===== config.mk =====
export PLATFORM = sky130hd
export DESIGN_NAME = xroad_signal_ctrl
export DESIGN_NICKNAME = d
export VERILOG_FILES = /design/src/rtl/xroad_pkg.sv /design/src/rtl/xroad_interval_timer.sv /design/src/rtl/xroad_phase_fsm.sv /design/src/rtl/xroad_lamp_decode.sv /design/src/rtl/xroad_signal_ctrl.sv
export SDC_FILE = /design/constraint.sdc
export NUM_CORES = 1
export LEC_CHECK = 0
export ABC_AREA = 1
export BUFFER_PORTS_ARGS = -buffer_cell sky130_fd_sc_hd__buf_2
export CELL_PAD_IN_SITES_DETAIL_PLACEMENT = 0
export CELL_PAD_IN_SITES_GLOBAL_PLACEMENT = 1
export CORE_AREA = 2 2 39 41
export CTS_CLUSTER_DIAMETER = 80
export CTS_CLUSTER_SIZE = 14
export DETAILED_ROUTE_END_ITERATION = 10
export DIE_AREA = 0 0 41 43
export PLACE_DENSITY_LB_ADDON = 0.2
export SLEW_MARGIN = 25
export SYNTH_ARGS = -nofsm -noshare
export SYNTH_HDL_FRONTEND = slang
export SYNTH_SLANG_ARGS = --single-unit

===== constraint.sdc =====
create_clock -name clk -period 2.3 [get_ports clk]
set_clock_uncertainty 0.05 [all_clocks]
set_input_delay 0.46 -clock clk [delete_from_list [all_inputs] [get_ports clk]]
set_output_delay 0.46 -clock clk [all_outputs]
set_load 0.05 [all_outputs]

===== src/rtl/xroad_pkg.sv =====
package xroad_pkg;

  typedef enum logic [1:0] {
    PH_HWY_GO    = 2'd0,
    PH_HWY_WARN  = 2'd1,
    PH_FARM_GO   = 2'd2,
    PH_FARM_WARN = 2'd3
  } phase_t;

  localparam int LAMP_W = 3;
  localparam int ROADS  = 2;
  typedef logic [LAMP_W-1:0] lamp_t;

  localparam lamp_t LAMP_GREEN  = 3'b001;
  localparam lamp_t LAMP_YELLOW = 3'b010;
  localparam lamp_t LAMP_RED    = 3'b100;

  // Bits needed to count from zero up to lim inclusive.
  function automatic int count_width(input int lim);
    return (lim < 1) ? 1 : $clog2(lim + 1);
  endfunction

  // Phase order is fixed; the cycle wraps from the farm warning back to highway go.
  function automatic phase_t next_phase(input phase_t p);
    case (p)
      PH_HWY_GO:   return PH_HWY_WARN;
      PH_HWY_WARN: return PH_FARM_GO;
      PH_FARM_GO:  return PH_FARM_WARN;
      default:     return PH_HWY_GO;
    endcase
  endfunction

  // Exit condition of each phase, evaluated in the current cycle.
  function automatic logic leave_phase(input phase_t p, input logic car,
                                       input logic short_done, input logic long_done);
    case (p)
      PH_HWY_GO:   return car & long_done;
      PH_HWY_WARN: return short_done;
      PH_FARM_GO:  return ~car | long_done;
      default:     return short_done;
    endcase
  endfunction

  // Lamp for road index 0 (highway) or 1 (farm road) in a given phase.
  function automatic lamp_t lamp_of(input phase_t p, input int road);
    lamp_t l;
    l = LAMP_RED;
    if (road == 0) begin
      if (p == PH_HWY_GO)   l = LAMP_GREEN;
      if (p == PH_HWY_WARN) l = LAMP_YELLOW;
    end else begin
      if (p == PH_FARM_GO)   l = LAMP_GREEN;
      if (p == PH_FARM_WARN) l = LAMP_YELLOW;
    end
    return l;
  endfunction

endpackage


===== src/rtl/xroad_interval_timer.sv =====
module xroad_interval_timer #(
  parameter int SHORT_CYCLES = 3,
  parameter int LONG_CYCLES  = 8
) (
  input  logic clk,
  input  logic rst,
  input  logic restart,
  output logic short_done,
  output logic long_done
);
  import xroad_pkg::*;

  localparam int CNT_W = count_width(LONG_CYCLES);
  localparam logic [CNT_W-1:0] SHORT_LIM = CNT_W'(SHORT_CYCLES);
  localparam logic [CNT_W-1:0] LONG_LIM  = CNT_W'(LONG_CYCLES);

  logic [CNT_W-1:0] cnt_q;

  // Count saturates at the long limit so it never wraps back below a threshold.
  function automatic logic [CNT_W-1:0] sat_inc(input logic [CNT_W-1:0] v);
    return (v >= LONG_LIM) ? LONG_LIM : v + 1'b1;
  endfunction

  always_ff @(posedge clk) begin
    if (rst || restart) cnt_q <= '0;
    else                cnt_q <= sat_inc(cnt_q);
  end

  assign short_done = (cnt_q >= SHORT_LIM);
  assign long_done  = (cnt_q >= LONG_LIM);

endmodule


===== src/rtl/xroad_phase_fsm.sv =====
module xroad_phase_fsm (
  input  logic              clk,
  input  logic              rst,
  input  logic              car,
  input  logic              short_done,
  input  logic              long_done,
  output xroad_pkg::phase_t phase,
  output logic              advance
);
  import xroad_pkg::*;

  phase_t phase_q;

  assign advance = leave_phase(phase_q, car, short_done, long_done);

  always_ff @(posedge clk) begin
    if (rst)          phase_q <= PH_HWY_GO;
    else if (advance) phase_q <= next_phase(phase_q);
  end

  assign phase = phase_q;

endmodule


===== src/rtl/xroad_lamp_decode.sv =====
module xroad_lamp_decode (
  input  xroad_pkg::phase_t phase,
  output logic [xroad_pkg::ROADS*xroad_pkg::LAMP_W-1:0] lamps
);
  import xroad_pkg::*;

  for (genvar r = 0; r < ROADS; r++) begin : g_road
    assign lamps[r*LAMP_W +: LAMP_W] = lamp_of(phase, r);
  end

endmodule


===== src/rtl/xroad_signal_ctrl.sv =====
module xroad_signal_ctrl #(
  parameter int SHORT_CYCLES = 3,
  parameter int LONG_CYCLES  = 8
) (
  input  logic       clk,
  input  logic       rst,
  input  logic       car_waiting,
  output logic [2:0] hwy_lamp,
  output logic [2:0] farm_lamp,
  output logic       tmr_start
);
  import xroad_pkg::*;

  // Internal events, named so the checker can observe them.
  logic   short_done;
  logic   long_done;
  phase_t phase_now;
  logic [ROADS*LAMP_W-1:0] lamps;

  xroad_interval_timer #(
    .SHORT_CYCLES(SHORT_CYCLES),
    .LONG_CYCLES (LONG_CYCLES)
  ) u_timer (
    .clk       (clk),
    .rst       (rst),
    .restart   (tmr_start),
    .short_done(short_done),
    .long_done (long_done)
  );

  xroad_phase_fsm u_fsm (
    .clk       (clk),
    .rst       (rst),
    .car       (car_waiting),
    .short_done(short_done),
    .long_done (long_done),
    .phase     (phase_now),
    .advance   (tmr_start)
  );

  xroad_lamp_decode u_lamps (
    .phase(phase_now),
    .lamps(lamps)
  );

  assign hwy_lamp  = lamps[0 +: LAMP_W];
  assign farm_lamp = lamps[LAMP_W +: LAMP_W];

endmodule


==> flow_summary.json, run 1 <==
{
  "grt_pass1_vias": 284,
  "synth_top_area_cell": "dfxtp_1",
  "grt_busiest_layer": "met2",
  "final_hold_viol_count": 0,
  "synth-seq-area-share_pct": 29.8,
  "layout_min_cycle_time_ps": 2090,
  "viasPerCell": 4.12,
  "fillCellCount": 162,
  "design_area_um2": 490,
  "synth_cell_types": 12,
  "cp_slowest_cell": "dfxtp_1",
  "power_frac_seq_pct": 43.3,
  "grt_max_degree": 6,
  "cp_top_family": "flip-flops",
  "ant_nets": 0,
  "synth-edff-count": 0,
  "max_stage_delay_ps": 410,
  "wl_um": 676,
  "antenna_cells": 0,
  "r2r_slack_ps": 900,
  "dpl_worst_slack_ps": 445,
  "relSlewSlack_pct": 83.1,
  "setup_violations": 0,
  "cts_root_buf": "clkbuf_4",
  "clkTransAtPathRegs_ps": 50,
  "clock_power_share_pct": 33.0,
  "die-area_um2": 1760,
  "ctsResizeCount": 0,
  "switchingPower_mw": 0.0905,
  "met1_usage_pct": 11.9,
  "irDropWorstVdd_uv": 275,
  "numCtsBuffers": 3,
  "ys.flop_type": "dfxtp_1",
  "die_width_um": 41,
  "cap_violations": 0,
  "rsz0062_at_grt": "false",
  "grt_pass1_wl_mm": 1.11,
  "syn_area_per_cell_um2": 7.19,
  "fp.dieH_um": 43,
  "clk_latency_ps": 240,
  "start_util_pct": 29.1,
  "slew_viol_final": 0,
  "synthDominantCellAreaShare_pct": 29.8,
  "pwr-share-comb_pct": 23.7,
  "synth_fp_nets": 66,
  "gr-usage-all-layers_pct": 9.95,
  "cp_max_fo": 5,
  "setup.worst_path.end_class": "output port",
  "area_delta_synth_final_pct": 21.7,
  "tritoncts": "done",
  "placed_cells": 81,
  "drive_gt1_share_pct": 26.5,
  "fin_crit_sh_pct": 91.0,
  "met2_usage_pct": 12.8,
  "worst_pin_slew_ps": 256,
  "min_path_type": "reg -> reg",
  "synth-async-reset-ratio_pct": 0,
  "vias": 346,
  "placed_area_um2": 468,
  "stdcell_count": 84,
  "holdBufCountCts": 0,
  "leakage_nw": 0.280,
  "drc": 0,
  "critPathMostFrequentCell": "nand2_1",
  "yosys_warnings": 0,
  "power_density_nw_per_um2": 588,
  "htreeDepth": 1,
  "worstPathRequired_ps": 1790,
  "critPathBufInv": 2,
  "firstDrtPassIters": 2,
  "nets": 80,
  "clockBufferDepth": 2,
  "grt.met3_usage_pct": 1.57,
  "setup_ws_ps": 206,
  "routedWlPerCell_um": 8.05,
  "postCtsSetupBuffers": 0,
  "grt_overflow_total": 0,
  "path_class": "reg -> out",
  "status": "finished clean",
  "fp-row-count": 14,
  "place.gp.congestion": 0.673,
  "arrival_ps": 1580,
  "finalSetupTns_ps": 0,
  "drt_iter0_markers": 2,
  "final_util_pct": 35.4,
  "synthMostInstantiatedCell": "nand2_1",
  "startpoint_type": "flop",
  "io_pins": 10,
  "critical_path.cell_chain": "inv_1, ha_1, nor2_1, nand2_1, nand2_1, buf_2",
  "core-area_um2": 1380,
  "synth_top_cells_by_area": "dfxtp_1 30%, ha_1 22%, nand2_1 11%",
  "synth_cells": 56,
  "clkSinkCount": 6,
  "netlist_area_um2": 403,
  "ys_top_cells_by_count": "12 x nand2_1, 11 x inv_1, 9 x nor2_1",
  "ys_ff_latch": 6,
  "antenna_found_initial": 0,
  "place_hpwl_um": 591,
  "swShare_pct": 31.4,
  "io_buffers": 9,
  "internal_power_mw": 0.198,
  "fmax_mhz": 478
}
logic make-up (layout without fill, tap and decap cells):
group                      count (synthesis)  after routing  share of synthesized area (%)
buffers and inverters                     12             24                           11.2
xor gates and xnor gates                   1              1                           2.17
adders and majority gates                  7              7                           21.7
DFF                                        6              6                           29.8
and+or+nand+nor                           29             29                           33.9
AOI/OAI and AO/OA                          1              1                           1.24
layout make-up:
| cell class | instances | area, um2 | area share (%) |
|---|---|---|---|
| multi-input cells | 38 | 238 | 48.5 |
| flip-flops and latches | 6 | 120 | 24.5 |
| repair buffers | 9 | 45.0 | 9.18 |
| inverters | 12 | 45.0 | 9.18 |
| clock buffers | 3 | 22.5 | 4.59 |
| well taps | 16 | 20.0 | 4.08 |
flip-flops by register name, indices dropped and copies added (netlist names):
name and flops:
u_timer.cnt_q 4, u_fsm.phase 2
metrics by stage:
stage	power [mW]	hold WS (ps)
after floorplan	0.183	380
after global placement	0.198	408
after detailed placement	0.197	409
after CTS	0.298	416
after global routing	0.312	447
final	0.288	408
worst reg2reg max path, stage by stage, from the launching register on:
cell and delay [ps]:
dfxtp_1 410, inv_1 90, ha_1 260, nor2_1 170, nand3_2 100, nand2_2 100, nand3_2 80, nor2_1 80
final timing paths:
path                                                   from                          end  cells past startpoint
worst max-delay path            u_fsm.phase[0]$_SDFFE_PP0P_                    tmr_start                      6
worst min-delay path            u_timer.cnt_q[0]$_SDFF_PP0_  u_timer.cnt_q[0]$_SDFF_PP0_                      1
worst max register to register  u_fsm.phase[0]$_SDFFE_PP0P_  u_timer.cnt_q[1]$_SDFF_PP0_                      7
worst min register to register  u_timer.cnt_q[0]$_SDFF_PP0_  u_timer.cnt_q[0]$_SDFF_PP0_                      1
metal layers:
metal | vias to the layer above | wire length, um
met5 | - | 0
met4 | 0 | 12
met3 | 2 | 33
met2 | 7 | 287
met1 | 145 | 343
li1 | 192 | -
cell usage in the layout (no fill, tap or decap):
| master | netlist | final |
|---|---|---|
| inv_2 | 1 | 1 |
| a21oi_1 | 1 | 1 |
| inv_1 | 11 | 11 |
| xnor2_1 | 1 | 1 |
| nor2_1 | 9 | 9 |
| nand2_2 | 1 | 1 |
| nand2_1 | 12 | 12 |
| nand3_1 | 3 | 3 |
| nor2_2 | 1 | 1 |
| clkbuf_4 | 0 | 3 |
| buf_2 | 0 | 9 |
| dfxtp_1 | 6 | 6 |
| nand3_2 | 3 | 3 |
| ha_1 | 7 | 7 |
power by group through the flow:
| stage | Sequential, mW | Clock [mW] | Combinational [mW] |
|---|---|---|---|
| after floorplan | 0.125 | 0 | 0.0578 |
| after global placement | 0.127 | 0 | 0.0703 |
| after detailed placement | 0.127 | 0 | 0.0697 |
| after CTS | 0.125 | 0.103 | 0.0701 |
| after global routing | 0.127 | 0.105 | 0.0797 |
| final | 0.125 | 0.0952 | 0.0683 |
(Power assumes the default switching activity.)
==> run 2: changes to the inputs <==
==> constraint.sdc (replaced) <==
create_clock -name clk -period 2.3 [get_ports clk]
set_clock_uncertainty 0.05 [all_clocks]
set_input_delay 0.46 -clock clk [delete_from_list [all_inputs] [get_ports clk]]
set_output_delay 0.46 -clock clk [all_outputs]
set_load 0.005 [all_outputs]
==> run 2 against run 1 <==
  * Clock-buffer cell count stayed put
  * Via count is 5.5% lower
  * Combinational power fell by 22%
  * Register-to-register slack worse by 30 ps
  * Setup slack better by 140 ps
  * Utilization did not move
  * Global-route usage increased by 0.71 points
  * Non-clock buffer count unchanged
  * Total power decreased by 5.9%
  * First-iteration DRC count unchanged
  * Largest power group unchanged
==> flow_summary.json, run 2 (synthesis gave the netlist of run 1 again) <==
{
  "cp_top_family": "flip-flops",
  "r2r_slack_ps": 870,
  "min_to": "u_timer.cnt_q[0]$_SDFF_PP0_",
  "finalSetupTns_ps": 0,
  "fp-row-count": 14,
  "clock_power_share_pct": 34.3,
  "final_common_cell": "nand2_1",
  "reg2reg_to": "u_timer.cnt_q[0]$_SDFF_PP0_",
  "fp.dieH_um": 43,
  "cp_slowest_cell": "dfxtp_1",
  "status": "finished clean",
  "clkSinkCount": 6,
  "power_frac_seq_pct": 46.1,
  "drt_iter0_markers": 2,
  "wl_met2_um": 272,
  "die-area_um2": 1760,
  "dpl_worst_slack_ps": 600,
  "start_util_pct": 29.1,
  "largest_reg_flops": 4,
  "holdBufCountCts": 0,
  "drc": 0,
  "place_hpwl_um": 558,
  "irDropWorstVdd_uv": 244,
  "critPathBufInv": 2,
  "setup.worst_path.end_class": "output port",
  "worst_pin_slew_ps": 186,
  "critPathMostFrequentCell": "nand2_1",
  "area_delta_synth_final_pct": 21.7,
  "vias": 327,
  "drive_gt1_share_pct": 26.5,
  "core-area_um2": 1380,
  "io_pins": 10,
  "grt_max_degree": 6,
  "leakage_nw": 0.280,
  "ctsResizeCount": 0,
  "switchingPower_mw": 0.0736,
  "grt_pass1_vias": 318,
  "antenna_found_initial": 0,
  "grt_overflow_total": 0,
  "hold_start": "u_timer.cnt_q[0]$_SDFF_PP0_",
  "max_stage_delay_ps": 410,
  "swShare_pct": 27.1,
  "min_path_type": "reg -> reg",
  "die_width_um": 41,
  "postCtsSetupBuffers": 0,
  "slew_viol_final": 0,
  "top_layer": "met4",
  "io_buffers": 9,
  "worstPathRequired_ps": 1790,
  "clkTransAtPathRegs_ps": 40,
  "final_hold_viol_count": 0,
  "relSlewSlack_pct": 87.6,
  "fin_crit_sh_pct": 84.8,
  "wl_um": 659,
  "cp_max_fo": 5,
  "wl_met1_um": 317,
  "hold_depth": 1,
  "internal_power_mw": 0.198,
  "arrival_ps": 1440,
  "viasPerCell": 3.89,
  "setup_violations": 0,
  "wl_met3_um": 47,
  "pwr-share-comb_pct": 19.6,
  "place.gp.congestion": 0.647,
  "cts_root_buf": "clkbuf_4",
  "gr-usage-all-layers_pct": 10.7,
  "fmax_mhz": 513,
  "critical_path.cell_chain": "inv_1, ha_1, nor2_1, nand2_1, nand2_1, buf_2",
  "grt_pass1_wl_mm": 1.20,
  "r2r_start": "u_fsm.phase[0]$_SDFFE_PP0P_",
  "layout_min_cycle_time_ps": 1950,
  "clk_latency_ps": 240,
  "power_density_nw_per_um2": 553,
  "routedWlPerCell_um": 7.85,
  "startpoint_type": "flop",
  "rsz0062_at_grt": "false",
  "largest-register": "u_timer.cnt_q",
  "antenna_cells": 0,
  "numCtsBuffers": 3,
  "tritoncts": "done",
  "ant_nets": 0,
  "r2r.worst_path.cells": 7,
  "clockBufferDepth": 2,
  "firstDrtPassIters": 2,
  "cap_violations": 0,
  "htreeDepth": 1,
  "path_class": "reg -> out",
  "final_cell_mix": "12 x nand2_1, 11 x inv_1, 9 x nor2_1, 9 x buf_2, 7 x ha_1",
  "setup_ws_ps": 349,
  "nets": 80
}
-- run 2: worst max-delay path by stage --
| stage | cells past startpoint | startpoint | slack (ps) | to |
|---|---|---|---|---|
| 2_1_floorplan | 5 | u_fsm.phase[0]$_SDFFE_PP0P_ | 810 | tmr_start |
| 3_3_place_gp | 6 | u_fsm.phase[0]$_SDFFE_PP0P_ | 600 | tmr_start |
| 3_5_place_dp | 6 | u_fsm.phase[0]$_SDFFE_PP0P_ | 600 | tmr_start |
| 4_1_cts | 6 | u_fsm.phase[0]$_SDFFE_PP0P_ | 330 | tmr_start |
| 5_1_grt | 7 | u_fsm.phase[0]$_SDFFE_PP0P_ | 240 | tmr_start |
| 6_report | 6 | u_fsm.phase[0]$_SDFFE_PP0P_ | 350 | tmr_start |
-- run 2: cell type report --
| type | count | area (um2) |
|---|---|---|
| Fill cell | 164 | 893 |
| Multi-Input combinational cell | 38 | 238 |
| Sequential cell | 6 | 120 |
| Timing Repair Buffer | 9 | 45.0 |
| Inverter | 12 | 45.0 |
| Clock buffer | 3 | 22.5 |
| Tap cell | 16 | 20.0 |
-- run 2: power by group through the flow --
| stage | clock, mW | sequential (mW) | combinational (mW) |
|---|---|---|---|
| 2_1_floorplan | 0 | 0.125 | 0.0417 |
| 3_3_place_gp | 0 | 0.127 | 0.0538 |
| 3_5_place_dp | 0 | 0.127 | 0.0537 |
| 4_1_cts | 0.0977 | 0.125 | 0.0544 |
| 5_1_grt | 0.104 | 0.127 | 0.0656 |
| 6_report | 0.0931 | 0.125 | 0.0532 |
-- run 2: layer usage --
| layer | vias up | GRT usage (%) |
|---|---|---|
| met4 | 0 | 12.0 |
| li1 | 190 | - |
| met2 | 9 | 13.8 |
| met1 | 124 | 13.3 |
| met5 | - | 0 |
| met3 | 4 | 1.57 |
-- run 2: metrics by stage --
stage | total power [mW] | instances | hold WS (ps) | instance area (um2) | util, %
2_1_floorplan | 0.167 | 56 | 380 | 403 | -
3_3_place_gp | 0.181 | 81 | 404 | 468 | 33.8
3_5_place_dp | 0.181 | 81 | 408 | 468 | 33.8
4_1_cts | 0.277 | 84 | 430 | 490 | 35.4
5_1_grt | 0.297 | 84 | 444 | 490 | 35.4
6_report | 0.271 | 84 | 425 | 490 | 35.4
==> run 3: changes to the inputs <==
==> constraint.sdc (replaced) <==
create_clock -name clk -period 1.8 [get_ports clk]
set_clock_uncertainty 0.05 [all_clocks]
set_input_delay 0.36 -clock clk [delete_from_list [all_inputs] [get_ports clk]]
set_output_delay 0.36 -clock clk [all_outputs]
set_load 0.005 [all_outputs]
==> run 3 against run 2 <==
  * Wire length rose by 5.8%
  * Combinational power rose by 34%
  * Die area did not move
  * Critical endpoint unchanged
  * Largest cell class unchanged
  * Highest routed layer unchanged
==> flow_summary.json, run 3 (synthesis gave the netlist of run 1 again) <==
{
  "status": "finished clean",
  "arrival_ps": 1280,
  "drive_gt1_share_pct": 35.3,
  "critPathBufInv": 3,
  "nets": 80,
  "relSlewSlack_pct": 91.0,
  "final_cell_mix": "12 x nand2_1, 10 x inv_1, 9 x buf_2, 8 x nor2_1, 5 x ha_1",
  "io_pins": 10,
  "grt_overflow_total": 0,
  "routedWlPerCell_um": 8.30,
  "vias": 357,
  "critical_path.cell_chain": "inv_1, ha_4, inv_1, nand2_1, nand2_1, nand2_1, buf_2",
  "switchingPower_mw": 0.0968,
  "finalSetupTns_ps": 0,
  "holdBufCountCts": 0,
  "power_frac_seq_pct": 45.2,
  "die-area_um2": 1760,
  "tritoncts": "done",
  "antenna_found_initial": 0,
  "setup_ws_ps": 110,
  "clock_power_share_pct": 34.4,
  "pwr-share-comb_pct": 20.4,
  "area_delta_synth_final_pct": 30.4,
  "firstDrtPassIters": 4,
  "slew_viol_final": 0,
  "clkTransAtPathRegs_ps": 40,
  "swShare_pct": 27.6,
  "core-area_um2": 1380,
  "irDropWorstVdd_uv": 428,
  "min_path_type": "in -> reg",
  "gr-usage-all-layers_pct": 10.3,
  "grt_pass1_vias": 322,
  "fin_crit_sh_pct": 93.9,
  "io_buffers": 9,
  "power_density_nw_per_um2": 667,
  "drc": 0,
  "drt_iter0_markers": 2,
  "fmax_mhz": 592,
  "final_hold_viol_count": 0,
  "fillCellCount": 169,
  "grt_pass1_wl_mm": 1.17,
  "top_layer": "met4",
  "wl_met2_um": 334,
  "worst_pin_slew_ps": 134,
  "htreeDepth": 1,
  "place.gp.congestion": 0.664,
  "cts_root_buf": "clkbuf_4",
  "die_width_um": 41,
  "cap_violations": 0,
  "stdcell_count": 84,
  "worstPathRequired_ps": 1390,
  "dpl_worst_slack_ps": 183,
  "viasPerCell": 4.25,
  "place_hpwl_um": 559,
  "wl_met1_um": 284,
  "clkSinkCount": 6,
  "leakage_nw": 0.283,
  "layout_min_cycle_time_ps": 1690,
  "largest_reg_flops": 4,
  "critPathMostFrequentCell": "nand2_1",
  "fp-row-count": 14,
  "antenna_cells": 0,
  "internal_power_mw": 0.254,
  "setup.worst_path.end_class": "output port",
  "largest-register": "u_timer.cnt_q",
  "cp_top_family": "flip-flops",
  "ant_nets": 0,
  "wl_met3_um": 43,
  "numCtsBuffers": 3,
  "clockBufferDepth": 2,
  "setup_violations": 0,
  "cp_max_fo": 5,
  "startpoint_type": "flop",
  "clk_latency_ps": 240,
  "max_stage_delay_ps": 370,
  "cp_slowest_cell": "dfxtp_4",
  "placed_cells": 81,
  "fp.dieH_um": 43,
  "grt_max_degree": 6,
  "wl_um": 697,
  "path_class": "reg -> out",
  "start_util_pct": 29.1,
  "final_common_cell": "nand2_1"
}
run 3: cell types whose count changed in the layout (fill, tap and decap cells not counted):
| cell | previous run | this run |
|---|---|---|
| ha_1 | 7 | 5 |
| inv_2 | 1 | 2 |
| dfxtp_1 | 6 | 4 |
| nor2_1 | 9 | 8 |
| dfxtp_4 | 0 | 2 |
| nor2_2 | 1 | 2 |
| inv_1 | 11 | 10 |
| ha_4 | 0 | 2 |
run 3: tightest hold or removal path, delay by kind of cell:
family	cells	cell delay, ps
buffers and inverters	2	130
and+or+nand+nor	2	90
run 3: final timing paths:
check / startpoint / end / slack, ps / cells past startpoint
setup / recovery: u_fsm.phase[1]$_SDFFE_PP0P_ / tmr_start / 110 / 7
hold / removal: rst / u_fsm.phase[1]$_SDFFE_PP0P_ / 320 / 4
setup reg to reg: u_fsm.phase[1]$_SDFFE_PP0P_ / u_timer.cnt_q[0]$_SDFF_PP0_ / 560 / 7
hold reg to reg: u_timer.cnt_q[0]$_SDFF_PP0_ / u_timer.cnt_q[0]$_SDFF_PP0_ / 410 / 1
run 3: final cells by class:
cell class / instances / area, um2 / area share, %
Multi-Input combinational cell: 38 / 265 / 50.5
Sequential cell: 6 / 128 / 24.3
Timing Repair Buffer: 9 / 45.0 / 8.57
Tap cell: 16 / 20.0 / 3.81
Inverter: 12 / 45.0 / 8.57
Clock buffer: 3 / 22.5 / 4.29
run 3: metrics by stage:
step                      utilization [%]  cell area, um2  power (mW)  hold WS [ps]
after CTS                            36.0             498       0.356           324
final                                38.0             526       0.351           324
after global routing                 38.0             526       0.380           358
after floorplan                         -             403       0.213           380
after global placement               33.8             468       0.231           402
after detailed placement             33.8             468       0.230           406
run 3: power by group through the flow:
stage               logic [mW]  clock network, mW  registers [mW]
floorplan               0.0533                  0           0.160
global placement        0.0680                  0           0.163
detailed placement      0.0681                  0           0.162
CTS                     0.0698              0.126           0.160
global route            0.0869              0.131           0.162
finish                  0.0715              0.120           0.159
run 3: repair_timing:
action / in CTS / in global routing
gates resized for setup: 4 / 6
setup buffers: 0 / 0
setup endpoints to repair: 1 / 1
pin swaps: 0 / 0
run 3: metal layers:
| metal | track usage (%) | vias up |
|---|---|---|
| li1 | - | 191 |
| met4 | 12.0 | 0 |
| met3 | 1.57 | 4 |
| met1 | 11.6 | 153 |
| met2 | 14.4 | 9 |
| met5 | 0 | - |
